===== src/rtl/tbd_pkg.sv =====
// Shared definitions for the time base and decrementer unit.
package tbd_pkg;
    parameter int WORD_W = 32;

    // Register selection code used on both the read and the write port.
    typedef enum logic [1:0] {
        SEL_TB_LO = 2'd0,
        SEL_TB_HI = 2'd1,
        SEL_DEC   = 2'd2,
        SEL_NONE  = 2'd3
    } reg_sel_e;

    // Lower-word view used in the legacy clock mode.
    localparam logic [WORD_W-1:0] LEGACY_MASK = 32'h3FFF_FF80;
endpackage


===== src/rtl/tbd_timebase.sv =====
// Up-counting time base of two words.
// Advances by one on tick. A write of either half replaces only that half and
// suppresses the tick for the cycle. Assumes at most one write strobe per cycle.
module tbd_timebase #(
    parameter int WORD_W = 32,
    parameter logic [WORD_W-1:0] LO_MASK = '1
) (
    input  logic                clk,
    input  logic                rst_n,
    input  logic                tick,
    input  logic                wr_lo,
    input  logic                wr_hi,
    input  logic                legacy,
    input  logic [WORD_W-1:0]   wr_data,
    output logic [2*WORD_W-1:0] tb_q
);
    localparam int TB_W = 2 * WORD_W;
    localparam logic [TB_W-1:0] TB_ONE = {{(TB_W-1){1'b0}}, 1'b1};

    logic [TB_W-1:0]   tb_next;
    logic [WORD_W-1:0] lo_wr_val;

    // Apply the legacy mask to data written into the lower word.
    always_comb begin
        lo_wr_val = legacy ? (wr_data & LO_MASK) : wr_data;
    end

    // Next value: a write replaces one half, otherwise the tick steps the count.
    always_comb begin
        tb_next = tb_q;
        if (wr_lo) begin
            tb_next = {tb_q[TB_W-1:WORD_W], lo_wr_val};
        end else if (wr_hi) begin
            tb_next = {wr_data, tb_q[WORD_W-1:0]};
        end else if (tick) begin
            tb_next = tb_q + TB_ONE;
        end
    end

    // Time base register.
    always_ff @(posedge clk) begin
        if (!rst_n) begin
            tb_q <= '0;
        end else begin
            tb_q <= tb_next;
        end
    end

    p_tick_step_r2: assert property (@(posedge clk) disable iff (!rst_n)
        (tick && !wr_lo && !wr_hi) |=> (tb_q == $past(tb_q) + TB_ONE));

    p_idle_hold_r2: assert property (@(posedge clk) disable iff (!rst_n)
        (!tick && !wr_lo && !wr_hi) |=> $stable(tb_q));

    p_hi_keeps_lo_r3: assert property (@(posedge clk) disable iff (!rst_n)
        (wr_hi && !wr_lo) |=> (tb_q[WORD_W-1:0] == $past(tb_q[WORD_W-1:0])));

    p_lo_keeps_hi_r3: assert property (@(posedge clk) disable iff (!rst_n)
        (wr_lo && !wr_hi) |=> (tb_q[TB_W-1:WORD_W] == $past(tb_q[TB_W-1:WORD_W])));

    p_legacy_store_r10: assert property (@(posedge clk) disable iff (!rst_n)
        (wr_lo && legacy) |=> ((tb_q[WORD_W-1:0] & ~LO_MASK) == '0));
endmodule


===== src/rtl/tbd_decrementer.sv =====
// Down-counting decrementer.
// Reload wins over a write, and a write wins over a tick. It reports an expiry
// (a tick taken at zero) and a negative load (sign bit set over a clear one).
module tbd_decrementer #(
    parameter int WORD_W = 32
) (
    input  logic              clk,
    input  logic              rst_n,
    input  logic              tick,
    input  logic              wr,
    input  logic              reload,
    input  logic [WORD_W-1:0] wr_data,
    output logic [WORD_W-1:0] dec_q,
    output logic              expire,
    output logic              neg_load
);
    localparam int MSB = WORD_W - 1;
    localparam logic [WORD_W-1:0] ALL_ONES = '1;
    localparam logic [WORD_W-1:0] DEC_ONE  = {{(WORD_W-1){1'b0}}, 1'b1};

    logic [WORD_W-1:0] dec_next;

    // Event detection, each qualified by the priority of the operations.
    always_comb begin
        expire   = tick && !wr && !reload && (dec_q == '0);
        neg_load = wr && !reload && wr_data[MSB] && !dec_q[MSB];
    end

    // Next value by priority; stepping down from zero wraps to all ones.
    always_comb begin
        dec_next = dec_q;
        if (reload) begin
            dec_next = ALL_ONES;
        end else if (wr) begin
            dec_next = wr_data;
        end else if (tick) begin
            dec_next = dec_q - DEC_ONE;
        end
    end

    // Decrementer register.
    always_ff @(posedge clk) begin
        if (!rst_n) begin
            dec_q <= ALL_ONES;
        end else begin
            dec_q <= dec_next;
        end
    end

    p_step_down_r4: assert property (@(posedge clk) disable iff (!rst_n)
        (tick && !wr && !reload) |=> (dec_q == $past(dec_q) - DEC_ONE));

    p_wrap_r5: assert property (@(posedge clk) disable iff (!rst_n)
        expire |=> (dec_q == ALL_ONES));

    p_reload_r7: assert property (@(posedge clk) disable iff (!rst_n)
        reload |=> (dec_q == ALL_ONES));

    p_write_wins_r9: assert property (@(posedge clk) disable iff (!rst_n)
        (wr && !reload) |=> (dec_q == $past(wr_data)));
endmodule


===== src/rtl/tbd_irq_latch.sv =====
// Sticky interrupt request: set wins over acknowledge in the same cycle.
module tbd_irq_latch (
    input  logic clk,
    input  logic rst_n,
    input  logic set,
    input  logic ack,
    output logic irq
);
    // Request flag.
    always_ff @(posedge clk) begin
        if (!rst_n) begin
            irq <= 1'b0;
        end else begin
            irq <= set || (irq && !ack);
        end
    end

    p_set_raises_r8: assert property (@(posedge clk) disable iff (!rst_n)
        set |=> irq);

    p_ack_clears_r8: assert property (@(posedge clk) disable iff (!rst_n)
        (ack && !set) |=> !irq);

    p_sticky_r8: assert property (@(posedge clk) disable iff (!rst_n)
        (irq && !ack) |=> irq);
endmodule


===== src/rtl/timebase_decr.sv =====
// Top of the time base and decrementer unit.
// Decodes the write port, joins the two interrupt causes into one sticky
// request and muxes the read port. Reads are combinational from the registers.
module timebase_decr (
    input  logic        clk,
    input  logic        rst_n,
    input  logic        tick_en,
    input  logic        reload_evt,
    input  logic        legacy_mode,
    input  logic        wr_en,
    input  logic [1:0]  wr_sel,
    input  logic [31:0] wr_data,
    input  logic [1:0]  rd_sel,
    output logic [31:0] rd_data,
    input  logic        irq_ack,
    output logic        dec_irq
);
    import tbd_pkg::*;

    localparam int TB_W = 2 * WORD_W;

    reg_sel_e          wsel, rsel;
    logic              wr_lo, wr_hi, wr_dec;
    logic [TB_W-1:0]   tb_q;
    logic [WORD_W-1:0] dec_q;
    logic              expire, neg_load;

    // Write decode; selection 3 strobes nothing.
    always_comb begin
        wsel   = reg_sel_e'(wr_sel);
        wr_lo  = wr_en && (wsel == SEL_TB_LO);
        wr_hi  = wr_en && (wsel == SEL_TB_HI);
        wr_dec = wr_en && (wsel == SEL_DEC);
    end

    tbd_timebase #(.WORD_W(WORD_W), .LO_MASK(LEGACY_MASK)) u_tb (
        .clk     (clk),
        .rst_n   (rst_n),
        .tick    (tick_en),
        .wr_lo   (wr_lo),
        .wr_hi   (wr_hi),
        .legacy  (legacy_mode),
        .wr_data (wr_data),
        .tb_q    (tb_q)
    );

    tbd_decrementer #(.WORD_W(WORD_W)) u_dec (
        .clk      (clk),
        .rst_n    (rst_n),
        .tick     (tick_en),
        .wr       (wr_dec),
        .reload   (reload_evt),
        .wr_data  (wr_data),
        .dec_q    (dec_q),
        .expire   (expire),
        .neg_load (neg_load)
    );

    tbd_irq_latch u_irq (
        .clk   (clk),
        .rst_n (rst_n),
        .set   (expire || neg_load),
        .ack   (irq_ack),
        .irq   (dec_irq)
    );

    // Read mux with the legacy view of the lower word.
    always_comb begin
        rsel = reg_sel_e'(rd_sel);
        unique case (rsel)
            SEL_TB_LO: rd_data = legacy_mode ? (tb_q[WORD_W-1:0] & LEGACY_MASK)
                                             : tb_q[WORD_W-1:0];
            SEL_TB_HI: rd_data = tb_q[TB_W-1:WORD_W];
            SEL_DEC:   rd_data = dec_q;
            default:   rd_data = '0;
        endcase
    end

    p_reload_silent_r7: assert property (@(posedge clk) disable iff (!rst_n)
        (reload_evt && !dec_irq) |=> !dec_irq);

    p_null_write_r11: assert property (@(posedge clk) disable iff (!rst_n)
        (wr_en && wsel == SEL_NONE && !tick_en && !reload_evt)
            |=> ($stable(tb_q) && $stable(dec_q)));
endmodule


===== config.mk =====
export PLATFORM = sky130hd
export DESIGN_NAME = timebase_decr
export DESIGN_NICKNAME = d
export VERILOG_FILES = /design/src/rtl/tbd_pkg.sv /design/src/rtl/tbd_timebase.sv /design/src/rtl/tbd_decrementer.sv /design/src/rtl/tbd_irq_latch.sv /design/src/rtl/timebase_decr.sv
export SDC_FILE = /design/constraint.sdc
export NUM_CORES = 1
export LEC_CHECK = 0
export BUFFER_PORTS_ARGS = -buffer_cell sky130_fd_sc_hd__buf_2
export CAP_MARGIN = 40
export CORE_AREA = 4 4 103 115
export CTS_BUF_LIST = sky130_fd_sc_hd__clkbuf_8
export DETAILED_ROUTE_END_ITERATION = 6
export DIE_AREA = 0 0 107 119
export GPL_ROUTABILITY_DRIVEN = 0
export GPL_TIMING_DRIVEN = 1
export HOLD_SLACK_MARGIN = 0.05
export PLACE_DENSITY = 0.88
export SYNTH_ARGS = -nofsm -noshare
export SYNTH_HDL_FRONTEND = slang
export SYNTH_SLANG_ARGS = --single-unit

===== constraint.sdc =====
create_clock -name clk -period 2.4 [get_ports clk]
set_input_delay 0 -clock clk [delete_from_list [all_inputs] [get_ports clk]]
set_output_delay 0 -clock clk [all_outputs]
set_load 0.01 [all_outputs]

==> summary.md <==
| Metric | Value |
|---|---|
| Outcome | finished, violations left |
| Failing checks | DRC |
| Drt total wl | 24.2 mm |
| Clk_lat worst skew | roughly 0.38 ns |
| Vias | 7860 |
| Worst path cell trace | or4_1 -> nor4_4 -> buf_4 -> nand4b_1 -> xnor2_1 -> nor2_1 -> o21ai_0 |
| Max Clock Skew | 0.0112 ns |
| Least-Margin Pin Slew | between 0.6 and 0.7 ns |
| Initial antenna violation count | 0 |
| Rows | 40 |
| DRC Markers | 59 |
| WS Path Type | register to register |
| Ys flop type | dfxtp_1 |
| CTS tree | yes |
| Initial Utilization | 0.600 |
| Post-synth EDFFs | 0 |
| Worst-path clk slew | 0.10 ns |
| Pwr dens | 463 nW/um^2 |
| Critical path origin | u_dec.dec_q[7] |
| Synth warn | 0 |
| RSZ-0062 raised after global routing | yes |
| Synth area leaders | dfxtp_1 (30%), o21ai_0 (6.5%), nor2_1 (6.1%) |
| Worst setup SP type | register |
| Hold depth | 4 |
| Diodes inserted | 0 |
| Final hold viol count | 0 |
| Total I/O pin count | between 70 and 80 |
| Vias in the first global route | ~7200 |
| Fin area | 7820 sq um |
| Final setup viols | 0 |
| Cell Area, Synth | 6420 sq um |
| Syn nets | 921 |
| Die Ht | about 120 um |
| GR Overflow Total | 0 |
| # nets final | between 1000 and 1500 |
| Pins Over Slew Limit | 0 |
| Worst EP required | about 2.7 ns |
| Async S/R FF share, synth | 0 |
| Max Fclk | 0.433 GHz |
| Worst Path Arrival | ~2.6 ns |
| Core Footprint | roughly 11000 sq um |
| Avg WL per Cell | 21.1 um |
| Initial drt markers | ~1700 |
| Hold_ws | 0.0815 ns |
| DPL Wire Length | 16.9 mm |
| Top-area cell type share of the netlist area | 0.302 |
| Slowest CP cell | or4_1 |
| Die area | 12700 sq um |
| Sequential area share after synthesis | 0.302 |
| Largest net degree at the start of global routing | 35 |
| Via/cell ratio | 6.86 |
| Syn Inst Count | 876 |
| Slowest stage delay, CP | 0.59 ns |
| Max-Cap Viols | 0 |
| Hold path start | tick_en |
| CTS Buffer Depth | 2 |
| P_leak | between 0.002 and 0.003 uW |
| Synth area leader | dfxtp_1 |
| GRT Util Overall | 0.372 |
| Root buf cell | clkbuf_8 |
| Min Clock Period, post-route | 2.31 ns |
| Die W | approximately 110 um |
| Final period util | 0.962 |
| Synth unique cells | 62 |
| Pre-Repair DR Iteration Count | 7 |
| Antenna-violating nets left | 0 |
| Area grow syn2layout | 21.7% |
| First-pass GRT wire length | roughly 38 mm |
| Share of post-route cells with drive strength above 1 | 0.167 |
| Number of buffers created by CTS | 9 |
| Worst vdd ir | a little under 0.0003 V |
| Clk sinks | 97 |
| Max Fanout on Critical Path | 8 |
| Avg Inst Size Synth | 7.33 sq um |
| Post-Place Cell Area | 7170 sq um |
| Critical register-to-register path startpoint | u_dec.dec_q[7] |
| H-tree depth | 3 |
| Hold Crit Class | input port to register |
| Setup crit end kind | register |
| Synthesized flop and latch total | 97 |
| Register-to-Register Path Depth | 7 |
| Port Buffers | 75 |
| Slew HR | 0.552 |
==> sequential cells by signal, indices dropped and copies added, names as in the netlist <==
signal and cells:
u_tb.tb_q 64, u_dec.dec_q 32, u_irq.irq 1
==> routing by layer <==
metal / global-route usage / vias up / part of all wire
li1: - / 3458 / -
met1: 0.486 / 3513 / 0.36
met2: 0.557 / 714 / 0.42
met3: 0.0959 / 175 / 0.15
met4: 0.201 / 0 / 0.061
met5: 0 / - / 0
==> final cells by class <==
class / count / area, sq um
clock inverters: 4 / 95.1
fillers: 816 / 2890
multi-input cells: 706 / 4240
repair buffers: 170 / 1180
flip-flops and latches: 97 / 1940
clock buffers: 9 / 124
well taps: 147 / 184
inverters: 13 / 48.8
==> final timing paths <==
kind | to | slack (ns)
setup / recovery | u_dec.dec_q[25] | 0.09
setup reg to reg | u_dec.dec_q[25] | 0.09
hold reg to reg | u_tb.tb_q[43] | 0.51
hold / removal | u_dec.dec_q[0] | 0.08
==> power by group <==
part           total (uW)  internal, uW  leakage (uW)  switching (uW)
logic                 622           240       0.00201             382
clock network        1260           674      0.000111             585
registers            1740          1660      0.000789            77.1
total                3620          2570       0.00291            1040
==> cell usage in the layout, fill, tap and decap left out, types with 4 or more instances in the layout <==
| cell | n |
|---|---|
| nor2_1 | 103 |
| dfxtp_1 | 97 |
| nand2_1 | 94 |
| o21ai_0 | 83 |
| buf_2 | 75 |
| buf_4 | 58 |
| a21oi_1 | 46 |
| nand3_1 | 40 |
| dlygate4sd3_1 | 37 |
| nand4_1 | 33 |
| xnor2_1 | 32 |
| mux2i_1 | 27 |
| nor3_1 | 25 |
| xor2_1 | 19 |
| nor4_1 | 19 |
| and3_1 | 17 |
| a31oi_1 | 17 |
| inv_1 | 13 |
| o211ai_1 | 13 |
| a22oi_1 | 11 |
| nor3b_1 | 9 |
| a211oi_1 | 9 |
| clkbuf_8 | 9 |
| o22ai_1 | 8 |
| and4_1 | 6 |
| a32oi_1 | 6 |
| nand4b_1 | 6 |
| and2_1 | 5 |
| a32o_1 | 5 |
| or3_1 | 5 |
| or4_1 | 5 |
| nor2b_1 | 4 |
| nand2b_1 | 4 |
| nor4_2 | 4 |
==> cells in the mapped netlist (11+ instances only) <==
library cell,number
nand2_1,94
o211ai_1,13
a21oi_1,46
a22oi_1,11
mux2i_1,27
dfxtp_1,97
xor2_1,19
clkbuf_1,54
nor3_1,25
nand3_1,41
nor2_1,105
and3_1,17
nor4_1,22
xnor2_1,32
o21ai_0,83
inv_1,13
a31oi_1,17
nand4_1,33
==> through the flow <==
stage / std cells / setup slack [ns] / setup TNS [ns] / utilization / power, uW
floorplan: 876 / 0.237 / 0 / - / 2060
global placement: 1093 / 0.150 / 0 / 0.670 / 2300
detailed placement: 1093 / 0.116 / 0 / 0.670 / 2310
CTS: 1143 / 0.0837 / 0 / 0.725 / 3570
global route: 1146 / -0.0427 / -0.0727 / 0.730 / 3720
finish: 1146 / 0.0914 / 0 / 0.730 / 3620
==> cells by family (layout without fill, tap and decap cells) <==
| logic type | count (synthesis) | after routing | synth area share |
|---|---|---|---|
| adders and majority gates | 2 | 2 | 0.00390 |
| DFF | 97 | 97 | 0.302 |
| muxes | 27 | 27 | 0.0421 |
| and+or+nand+nor | 401 | 401 | 0.324 |
| AOI/OAI and AO/OA | 225 | 225 | 0.215 |
| buffers and inverters | 73 | 196 | 0.0432 |
| xor gates and xnor gates | 51 | 51 | 0.0696 |
==> worst max-delay path, delay by kind of cell (launching register included) <==
kind                   cells  cell delay [ns]
XOR/XNOR                   1             0.18
flip-flops                 1             0.37
AND/OR/NAND/NOR            4             1.27
buffers and inverters      1             0.23
AO/OA/AOI/OAI              1             0.12
==> timing repair <==
item / 4_1_cts / 5_1_grt
endpoints found under the hold margin: 90 / 0
resized for setup: 0 / 6
endpoints found under the setup margin: 0 / 6
hold buffers: 37 / 0
buffers inserted: 0 / 3
Power figures use the tool's default switching activity.
